**src/rtl/rtd_pkg.sv**
```systemverilog
package rtd_pkg;
  localparam int DEF_CNT_W = 8;
  localparam int DEF_N_CMP = 3;

  // bit i set implies bit i+1 set, for the low n bits of v
  function automatic logic is_thermo(input logic [31:0] v, input int n);
    for (int i = 0; i < n - 1; i++) begin
      if (v[i] && !v[i+1]) return 1'b0;
    end
    return 1'b1;
  endfunction
endpackage

```
**src/rtl/rtd_period_timer.sv**
```systemverilog
module rtd_period_timer #(
  parameter int CNT_W = rtd_pkg::DEF_CNT_W
) (
  input  logic             clk_i,
  input  logic             rst_ni,
  input  logic [CNT_W-1:0] period_i,
  output logic [CNT_W-1:0] tick_o,
  output logic             last_o
);
  logic [CNT_W-1:0] tick_q;

  // >= keeps the counter bounded if period shrinks
  assign last_o = (period_i <= CNT_W'(1)) || (tick_q >= period_i - CNT_W'(1));
  assign tick_o = tick_q;

  always_ff @(posedge clk_i or negedge rst_ni) begin
    if (!rst_ni)     tick_q <= '0;
    else if (last_o) tick_q <= '0;
    else             tick_q <= tick_q + CNT_W'(1);
  end
endmodule

```
**src/rtl/rtd_event_gate.sv**
```systemverilog
module rtd_event_gate (
  input  logic clk_i,
  input  logic rst_ni,
  input  logic event_i,
  input  logic last_i,
  output logic hit_o,
  output logic seen_o
);
  logic seen_q;

  assign hit_o  = event_i & ~seen_q;
  assign seen_o = seen_q | event_i;

  always_ff @(posedge clk_i or negedge rst_ni) begin
    if (!rst_ni)      seen_q <= 1'b0;
    else if (last_i)  seen_q <= 1'b0;
    else if (event_i) seen_q <= 1'b1;
  end
endmodule

```
**src/rtl/rtd_src_cell.sv**
```systemverilog
module rtd_src_cell #(
  parameter int CNT_W = rtd_pkg::DEF_CNT_W
) (
  input  logic             clk_i,
  input  logic             rst_ni,
  input  logic [CNT_W-1:0] tick_i,
  input  logic [CNT_W-1:0] thr_i,
  input  logic             hit_i,
  input  logic             last_i,
  output logic             fire_o
);
  logic set_q, fire_q, read;

  assign read   = (tick_i == thr_i);
  // same-tick arrival wins the race against the read
  assign fire_o = fire_q | (read & (set_q | hit_i));

  always_ff @(posedge clk_i or negedge rst_ni) begin
    if (!rst_ni) begin
      set_q  <= 1'b0;
      fire_q <= 1'b0;
    end else if (last_i) begin
      set_q  <= 1'b0;
      fire_q <= 1'b0;
    end else begin
      set_q  <= set_q | hit_i;
      fire_q <= fire_o;
    end
  end
endmodule

```
**src/rtl/rtd_result_stage.sv**
```systemverilog
module rtd_result_stage #(
  parameter int N_CMP  = rtd_pkg::DEF_N_CMP,
  parameter int CODE_W = $clog2(N_CMP + 1)
) (
  input  logic              clk_i,
  input  logic              rst_ni,
  input  logic              last_i,
  input  logic              seen_i,
  input  logic [N_CMP-1:0]  fire_i,
  output logic              valid_o,
  output logic [N_CMP-1:0]  therm_o,
  output logic [CODE_W-1:0] code_o,
  output logic              miss_o
);
  always_ff @(posedge clk_i or negedge rst_ni) begin
    if (!rst_ni) begin
      valid_o <= 1'b0;
      therm_o <= '0;
      code_o  <= '0;
      miss_o  <= 1'b0;
    end else if (last_i) begin
      valid_o <= 1'b1;
      therm_o <= seen_i ? fire_i : '0;
      code_o  <= seen_i ? CODE_W'(N_CMP - $countones(fire_i)) : '0;
      miss_o  <= ~seen_i;
    end else begin
      valid_o <= 1'b0;
      therm_o <= '0;
      code_o  <= '0;
      miss_o  <= 1'b0;
    end
  end
endmodule

```
**src/rtl/race_threshold_digitizer.sv**
```systemverilog
module race_threshold_digitizer #(
  parameter int CNT_W  = rtd_pkg::DEF_CNT_W,
  parameter int N_CMP  = rtd_pkg::DEF_N_CMP,
  parameter int CODE_W = $clog2(N_CMP + 1)
) (
  input  logic                   clk_i,
  input  logic                   rst_ni,
  input  logic [CNT_W-1:0]       period_i,
  input  logic [N_CMP*CNT_W-1:0] thr_i,
  input  logic                   event_i,
  output logic                   valid_o,
  output logic [N_CMP-1:0]       therm_o,
  output logic [CODE_W-1:0]      code_o,
  output logic                   miss_o
);
  logic [CNT_W-1:0] tick_cnt;
  logic             last_tick, hit, seen;
  logic [N_CMP-1:0] fire;

  rtd_period_timer #(.CNT_W(CNT_W)) u_timer (
    .clk_i(clk_i), .rst_ni(rst_ni), .period_i(period_i),
    .tick_o(tick_cnt), .last_o(last_tick)
  );

  rtd_event_gate u_gate (
    .clk_i(clk_i), .rst_ni(rst_ni), .event_i(event_i), .last_i(last_tick),
    .hit_o(hit), .seen_o(seen)
  );

  for (genvar g = 0; g < N_CMP; g++) begin : g_cell
    rtd_src_cell #(.CNT_W(CNT_W)) u_cell (
      .clk_i(clk_i), .rst_ni(rst_ni), .tick_i(tick_cnt),
      .thr_i(thr_i[g*CNT_W +: CNT_W]), .hit_i(hit), .last_i(last_tick),
      .fire_o(fire[g])
    );
  end

  rtd_result_stage #(.N_CMP(N_CMP), .CODE_W(CODE_W)) u_result (
    .clk_i(clk_i), .rst_ni(rst_ni), .last_i(last_tick), .seen_i(seen),
    .fire_i(fire), .valid_o(valid_o), .therm_o(therm_o), .code_o(code_o),
    .miss_o(miss_o)
  );
endmodule

```
**config.mk**
```make
export PLATFORM = sky130hd
export DESIGN_NAME = race_threshold_digitizer
export DESIGN_NICKNAME = d
export VERILOG_FILES = /design/src/rtl/rtd_pkg.sv /design/src/rtl/rtd_period_timer.sv /design/src/rtl/rtd_event_gate.sv /design/src/rtl/rtd_src_cell.sv /design/src/rtl/rtd_result_stage.sv /design/src/rtl/race_threshold_digitizer.sv
export SDC_FILE = /design/constraint.sdc
export NUM_CORES = 1
export LEC_CHECK = 0
export ABC_AREA = 1
export ABC_CLOCK_PERIOD_IN_PS = 3300
export BUFFER_PORTS_ARGS = -buffer_cell sky130_fd_sc_hd__buf_2
export CAP_MARGIN = 20
export CORE_MARGIN = 8
export CORE_UTILIZATION = 53
export CTS_CLUSTER_DIAMETER = 200
export DETAILED_ROUTE_END_ITERATION = 7
export MAX_ROUTING_LAYER = met4
export PLACE_DENSITY = 0.9
export SYNTH_ARGS = -nofsm -noshare
export SYNTH_HDL_FRONTEND = slang
export SYNTH_SLANG_ARGS = --single-unit
```
**constraint.sdc**
```tcl
create_clock -name clk_i -period 3.3 [get_ports clk_i]
set_input_delay 0.66 -clock clk_i [delete_from_list [all_inputs] [get_ports clk_i]]
set_output_delay 0.66 -clock clk_i [all_outputs]
set_load 0.005 [all_outputs]
```
==> impl_metrics.csv, run 1 <==
group,metric,value,unit
worst_setup_path,r2r_end,"u_result.code_o[0]$_DFF_PN0_",
clock_network,cts_hold_buf,0,
global_route,antenna_found_initial,0,
worst_setup_path,crit_fanout,17,
clock_network,htreeDepth,1,
clock_network,post_cts_resized,0,
synthesis,synth_cells,234,
global_route,grtUsageTotal,14.2,%
synthesis,synth-main-ff-cell,"dfrtp_1",
detailed_routing,firstDrtPassIters,4,
synthesis,ys_ff_latch,22,
final_layout,final_nets,321,
worst_setup_path,cpLargestDelayFamily,"simple AND/OR/NAND/NOR gates",
worst_setup_path,r2r-start,"u_timer.tick_o[0]$_DFF_PN0_",
floorplan,core,3050,sq um
placed_design,portBuffers,41,
floorplan,rows,20,
hold_path,holdCritPathClass,"in -> async",
floorplan,io_pins,42,
clock_network,clk_pin_slew,0.12,ns
timing,rsz0062_at_grt,"no",
flow_run,drv_cap,0,
worst_setup_path,end_kind,"register",
global_route,grt_overflow,0,
final_layout,n_antenna_cell,0,
synthesis,yosysUniqueCellTypes,27,
final_layout,n_fill_cell,275,
timing,fmax,0.453,GHz
global_route,met1_usage,16.4,%
global_route,met3_usage,4.13,%
clock_network,worstSkewPairLatency,0.31,ns
worst_setup_path,ff2ff_setup_slack,1.27,ns
final_layout,drive_gt1_share,22.8,%
global_route,top_usage_layer,"met2",
global_route,grt_pass1_wl,5.83,mm
synthesis,syn_avg_cell_area,7.21,sq um
power_and_ir_drop,irDropWorstVdd,0.379,mV
worst_setup_path,r2r_cells,7,
detailed_routing,drt-vias-per-instance,4.64,
synthesis,async_flop_share,100,%
worst_setup_path,crit_arrival,2.47,ns
outcome,status,"finished, final reports clean",
worst_setup_path,crit_path_end,"u_timer.tick_o[4]$_DFF_PN0_",
power_and_ir_drop,leakage,1.11,nW
worst_setup_path,crit_top_cell,"nand2_1",
final_layout,multi_input_area,930,sq um
synthesis,syn_area,1690,sq um
global_route,grt_pass1_vias,1349,
floorplan,die_h,72.4,microns
clock_network,clock_path_buffers,2,
worst_setup_path,critPathBufInv,5,
power_and_ir_drop,power.density,598,nW/um^2
detailed_routing,wire_per_inst,10.8,microns
final_layout,area_growth,14.1,%
timing,final.setup.tns,0,ns
detailed_routing,drtAntennaViolNets,0,
global_route,grt_max_degree,23,
clock_network,cts_made_buffers,3,
global_route,grtUsageMet2,23.5,%
detailed_routing,drt-initial-drc-count,77,
timing,setup_violations,0,
worst_setup_path,crit_path_top_delay_cell,"ha_1",
worst_setup_path,crit_required,3.56,ns
placed_design,dp.final_hpwl,2.82,mm
power_and_ir_drop,total_power,1.15,mW
synthesis,yosysSeqAreaShare,32.6,%
synthesis,synth_edf_count,0,
floorplan,start_util,55.2,%
placed_design,place_congestion,0.871,
timing,finClkSkew,0.0131,ns
timing,fin_crit_sh,66.9,%
timing,slew_headroom,67.5,%
timing,slew_violations,0,
worst_setup_path,path_cells,"buf_2, inv_1, ha_1, nand3_1, xnor2_1, inv_1, ha_1, nand2_1, inv_1, nand2_1, nand2_1, nor2_2, nand2_4, inv_2, nand2_1, nor2_1",
final_layout,regArea,551,sq um
worst_setup_path,critPathMaxStageDelay,0.26,ns
detailed_routing,wirelength,3.40,mm
clock_network,clkSinkCount,22,
timing,period_minus_slack,2.21,ns
timing,hold_viol_final,0,
detailed_routing,vias,1467,
worst_setup_path,cp.depth,16,
floorplan,die_w,72.4,microns
synthesis,syn_nets,281,
clock_network,post-cts-setup-buffers,0,
timing,worst_pin_slew,0.487,ns
clock_network,tritoncts,"done",
clock_network,clockRootBuffer,"clkbuf_4",
detailed_routing,remaining_drc_errors,0,
synthesis,yosysWarnings,0,
worst_setup_path,startpoint_type,"input pin",
floorplan,die_area,5240,sq um
worst_setup_path,critPathLaunch,"period_i[0]",
worst_setup_path,criticalPathCategory,"in -> reg",
[cell usage after synthesis (3+ instances only)]
library cell / number / area, sq um
a21oi_1: 7 / 35.0
a21oi_2: 3 / 26.3
dfrtp_1: 22 / 551
ha_1: 11 / 138
inv_1: 41 / 154
nand2_1: 62 / 233
nand3_1: 3 / 15.0
nor2_1: 30 / 113
nor2_2: 8 / 50.1
o21ai_0: 3 / 15.0
xnor2_1: 9 / 78.8
xor2_1: 13 / 114
[report_power, final]
group          internal, mW  switching, mW
logic                 0.243          0.318
registers             0.357          0.111
clock network        0.0427         0.0790
[metal layers]
metal / routed length, microns / vias to the layer above
li1: - / 777
met1: 1560 / 658
met2: 1650 / 27
met3: 164 / 5
met4: 28 / 0
met5: 0 / -
[worst min-delay path by stage]
| stage | end | start | slack, ns |
|---|---|---|---|
| after floorplan | g_cell[0].u_cell.fire_q$_DFF_PN0_ | rst_ni | 0.36 |
| after global placement | g_cell[0].u_cell.set_q$_DFF_PN0_ | g_cell[0].u_cell.set_q$_DFF_PN0_ | 0.49 |
| after detailed placement | g_cell[0].u_cell.set_q$_DFF_PN0_ | g_cell[0].u_cell.set_q$_DFF_PN0_ | 0.50 |
| after CTS | u_result.therm_o[2]$_DFF_PN0_ | rst_ni | 0.30 |
| after global routing | u_result.code_o[1]$_DFF_PN0_ | rst_ni | 0.31 |
| final | u_result.therm_o[2]$_DFF_PN0_ | rst_ni | 0.28 |
[logic make-up (layout without fill, tap and decap cells)]
kind of cell / count (synthesis) / in the layout / synth area share [%]
buffers and inverters: 49 / 87 / 12.2
AOI/OAI and AO/OA: 15 / 15 / 5.27
and+or+nand+nor: 114 / 114 / 29.1
xor gates and xnor gates: 22 / 22 / 11.4
DFF: 22 / 22 / 32.6
adders and majority gates: 12 / 12 / 9.35
[layout make-up]
type / count / area share [%]
clock buffer: 3 / 1.17
inverter: 43 / 8.39
multi-input combinational: 163 / 48.3
sequential: 22 / 28.6
tap: 44 / 2.86
timing repair buffer: 41 / 10.7
[through the flow]
stage                     utilization, %  worst slack (ns)  area, sq um  hold WS (ns)  std cells
final                               63.0              1.09         1920         0.284        316
after global routing                63.0             0.833         1920         0.312        316
after CTS                           63.0              1.08         1920         0.303        316
after detailed placement            62.3             0.754         1900         0.497        313
after global placement              62.3             0.833         1900         0.492        313
after floorplan                        -              1.08         1690         0.364        234
[sequential cells by signal, summed over array words and instances, names as in the netlist]
register / cells
u_result.valid_o: 1
u_result.code_o: 2
g_cell.u_cell.fire_q: 3
g_cell.u_cell.set_q: 3
u_result.therm_o: 3
u_gate.seen_q: 1
u_timer.tick_o: 8
u_result.miss_o: 1
[cells in the final DEF (no fill, tap or decap)]
cell type and n:
a21oi_1 7, a21oi_2 3, a31oi_1 2, and2_1 1, buf_2 41, clkbuf_4 3
dfrtp_1 22, fa_1 1, ha_1 11, inv_1 41, inv_2 2, nand2_1 62
nand2_2 2, nand2_4 1, nand3_1 3, nand3_2 1, nand4_1 2, nor2_1 30
nor2_2 8, nor3_1 2, nor3_2 1, nor3b_1 1, o21ai_0 3, xnor2_1 9
xor2_1 13
Power figures use the tool's default switching activity.
==> inputs of run 2 (changes only) <==
--- a/config.mk
+++ b/config.mk
@@ -5,16 +5,16 @@
 export SDC_FILE = /design/constraint.sdc
 export NUM_CORES = 1
 export LEC_CHECK = 0
-export ABC_AREA = 1
-export ABC_CLOCK_PERIOD_IN_PS = 3300
+export ABC_AREA = 0
+export ABC_CLOCK_PERIOD_IN_PS = 2200
 export BUFFER_PORTS_ARGS = -buffer_cell sky130_fd_sc_hd__buf_2
 export CAP_MARGIN = 20
 export CORE_MARGIN = 8
-export CORE_UTILIZATION = 53
+export CORE_UTILIZATION = 51
 export CTS_CLUSTER_DIAMETER = 200
 export DETAILED_ROUTE_END_ITERATION = 7
 export MAX_ROUTING_LAYER = met4
-export PLACE_DENSITY = 0.9
+export PLACE_DENSITY = 0.89
 export SYNTH_ARGS = -nofsm -noshare
 export SYNTH_HDL_FRONTEND = slang
 export SYNTH_SLANG_ARGS = --single-unit
==> constraint.sdc (replaced) <==
create_clock -name clk_i -period 2.2 [get_ports clk_i]
set_input_delay 0.44 -clock clk_i [delete_from_list [all_inputs] [get_ports clk_i]]
set_output_delay 0.44 -clock clk_i [all_outputs]
set_load 0.005 [all_outputs]
==> impl_metrics.csv, run 2 <==
group,metric,value,unit
detailed_routing,wirelength,3.93,mm
timing,fin_ws,-0.0578,ns
synthesis,async_flop_share,100,%
detailed_routing,dr.max_layer_used,"met4",
worst_setup_path,end_kind,"register",
power_and_ir_drop,internal-power,1.27,mW
synthesis,syn_area,1440,sq um
clock_network,clkSinkCount,22,
timing,slew_violations,0,
detailed_routing,firstDrtPassIters,4,
worst_setup_path,crit_arrival,2.48,ns
final_layout,largest_reg_flops,8,
detailed_routing,drt-vias-per-instance,5.41,
placed_design,place_congestion,0.868,
final_layout,drive_gt1_share,43.3,%
placed_design,dp.final_hpwl,2.89,mm
synthesis,syn_avg_cell_area,10.0,sq um
timing,fmax,0.443,GHz
global_route,grtUsageTotal,16.5,%
synthesis,yosysSeqAreaShare,38.1,%
detailed_routing,drtAntennaViolNets,0,
final_layout,multi_input_area,935,sq um
synthesis,synth.top_cells.by_count,"dfrtp_1, xor2_1, xnor2_1, nor2_1, ha_1",
power_and_ir_drop,seq_power_share,32.8,%
floorplan,die_w,69.2,microns
timing,finClkSkew,0.00208,ns
synthesis,synth_area_leaders,"dfrtp_1, xor2_1, xnor2_1",
synthesis,yosysUniqueCellTypes,32,
final_layout,final_nets,251,
global_route,grt_overflow,0,
floorplan,core,2730,sq um
clock_network,clockRootBuffer,"clkbuf_4",
detailed_routing,remaining_drc_errors,0,
placed_design,portBuffers,41,
final_layout,final_common_cell,"buf_2",
timing,hold_viol_final,0,
floorplan,die_h,69.2,microns
floorplan,io_pins,42,
final_layout,regArea,551,sq um
power_and_ir_drop,power.density,1080,nW/um^2
timing,fin_crit_sh,103,%
clock_network,cts_made_buffers,3,
floorplan,rows,19,
final_layout,n_fill_cell,178,
clock_network,worstSkewPairLatency,0.32,ns
floorplan,start_util,52.8,%
worst_setup_path,criticalPathCategory,"in -> reg",
global_route,antenna_found_initial,0,
synthesis,synth-main-ff-cell,"dfrtp_1",
timing,worst_pin_slew,0.686,ns
worst_setup_path,crit_required,2.42,ns
detailed_routing,wl_met3,233,microns
final_layout,area_growth,36.5,%
power_and_ir_drop,clkPwrFrac,14.8,%
synthesis,syn_nets,191,
flow_run,drv_cap,0,
final_layout,layout_common_cells,"buf_2, dfrtp_1, xor2_1, buf_4, xnor2_1",
global_route,grt_pass1_vias,1339,
global_route,grt_max_degree,23,
synthesis,synth_top_area_cell,"dfrtp_1",
worst_setup_path,startpoint_type,"input pin",
clock_network,cts_hold_buf,0,
power_and_ir_drop,total_power,2.13,mW
hold_path,holdCritPathClass,"in -> async",
global_route,grt_pass1_wl,6.33,mm
clock_network,htreeDepth,1,
clock_network,tritoncts,"done",
synthesis,ys_ff_latch,22,
detailed_routing,wl_met2,2.01,mm
floorplan,die_area,4790,sq um
synthesis,yosysMostFrequentCell,"dfrtp_1",
placed_design,post_dp_cell_area,1810,sq um
timing,slew_headroom,54.1,%
final_layout,fin_area,1970,sq um
detailed_routing,vias,1266,
power_and_ir_drop,p_switching,0.862,mW
synthesis,synth_cells,144,
synthesis,synth_top_area_share,38.1,%
outcome,failed_checks,"setup timing",
detailed_routing,wl_met1,1.64,mm
power_and_ir_drop,leakage,0.952,nW
final_layout,n_antenna_cell,0,
timing,period_minus_slack,2.26,ns
synthesis,yosysWarnings,0,
clock_network,clk_pin_slew,0.12,ns
detailed_routing,wire_per_inst,16.8,microns
power_and_ir_drop,switching_share,40.5,%
clock_network,clock_path_buffers,2,
timing,setup_violations,20,
power_and_ir_drop,irDropWorstVdd,1.05,mV
detailed_routing,drt-initial-drc-count,64,
worst_setup_path,crit_fanout,7,
power_and_ir_drop,comb_power_share,52.5,%
outcome,status,"complete, but fails checks",
synthesis,synth_edf_count,0,
timing,rsz0062_at_grt,"yes",
run 2: final timing paths:
check | slack (ns) | startpoint | to | cells past startpoint
max reg2reg | 0.12 | u_timer.tick_o[6]$_DFF_PN0_ | u_result.code_o[0]$_DFF_PN0_ | 5
max | -0.06 | period_i[3] | u_timer.tick_o[3]$_DFF_PN0_ | 10
min reg2reg | 0.49 | u_gate.seen_q$_DFFE_PN0P_ | u_result.miss_o$_DFF_PN0_ | 1
max in group asynchronous | 1.81 | rst_ni | u_result.code_o[1]$_DFF_PN0_ | 1
min in group clk_i | 0.31 | event_i | u_result.miss_o$_DFF_PN0_ | 2
min | 0.06 | rst_ni | u_result.miss_o$_DFF_PN0_ | 1
run 2: final cells by class:
| class | count | area share, % |
|---|---|---|
| clock buffers | 3 | 1.14 |
| inverters | 7 | 1.71 |
| clock inverters | 1 | 1.52 |
| repair inverters | 1 | 0.317 |
| multi-input cells | 109 | 47.4 |
| repair buffers | 60 | 18.0 |
| flip-flops and latches | 22 | 27.9 |
| well taps | 31 | 1.97 |
run 2: timing repair:
item | CTS | global route
pin swaps | 10 | 7
endpoints found under the setup margin | 20 | 22
resized for setup | 15 | 5
setup buffers | 1 | 0
cloned | 2 | 0
run 2: cells by family after synthesis:
family          Yosys count  synth area share (%)
simple gates             46                  16.8
xor+xnor                 36                  21.8
flops                    22                  38.1
compound gates           14                  7.37
buf+inv                  14                  4.94
fa+ha+maj                12                  10.9
run 2: worst max-delay path: stages:
cell and delay, ns:
buf_6 0.09, or4_4 0.56, nor4_4 0.16, xnor2_1 0.10
ha_1 0.31, nand2_1 0.07, a211o_1 0.27, o211a_4 0.29
inv_4 0.12, nor2_1 0.06
run 2: power by group through the flow:
stage	Clock, mW	Sequential [mW]	Combinational, mW
after global placement	0	0.700	0.867
after global routing	0.337	0.717	1.21
final	0.314	0.698	1.12
after CTS	0.321	0.696	1.08
after floorplan	0	0.626	0.688
after detailed placement	0	0.702	0.911
run 2: routing by layer:
layer	track usage, %	vias up
li1	-	603
met1	18.4	604
met2	28.1	53
met3	4.72	6
met4	4.56	0
met5	-	-
run 2: per-stage QoR:
stage | setup TNS [ns] | hold slack, ns | setup slack [ns] | cells | utilization [%]
after floorplan | -3.95 | 0.144 | -0.253 | 144 | -
after global placement | -7.79 | 0.419 | -0.379 | 227 | 66.2
after detailed placement | -8.84 | 0.425 | -0.436 | 227 | 66.2
after CTS | -0.783 | 0.0631 | -0.0617 | 234 | 71.2
after global routing | -1.85 | 0.0752 | -0.117 | 234 | 72.1
final | -0.681 | 0.0629 | -0.0578 | 234 | 72.1
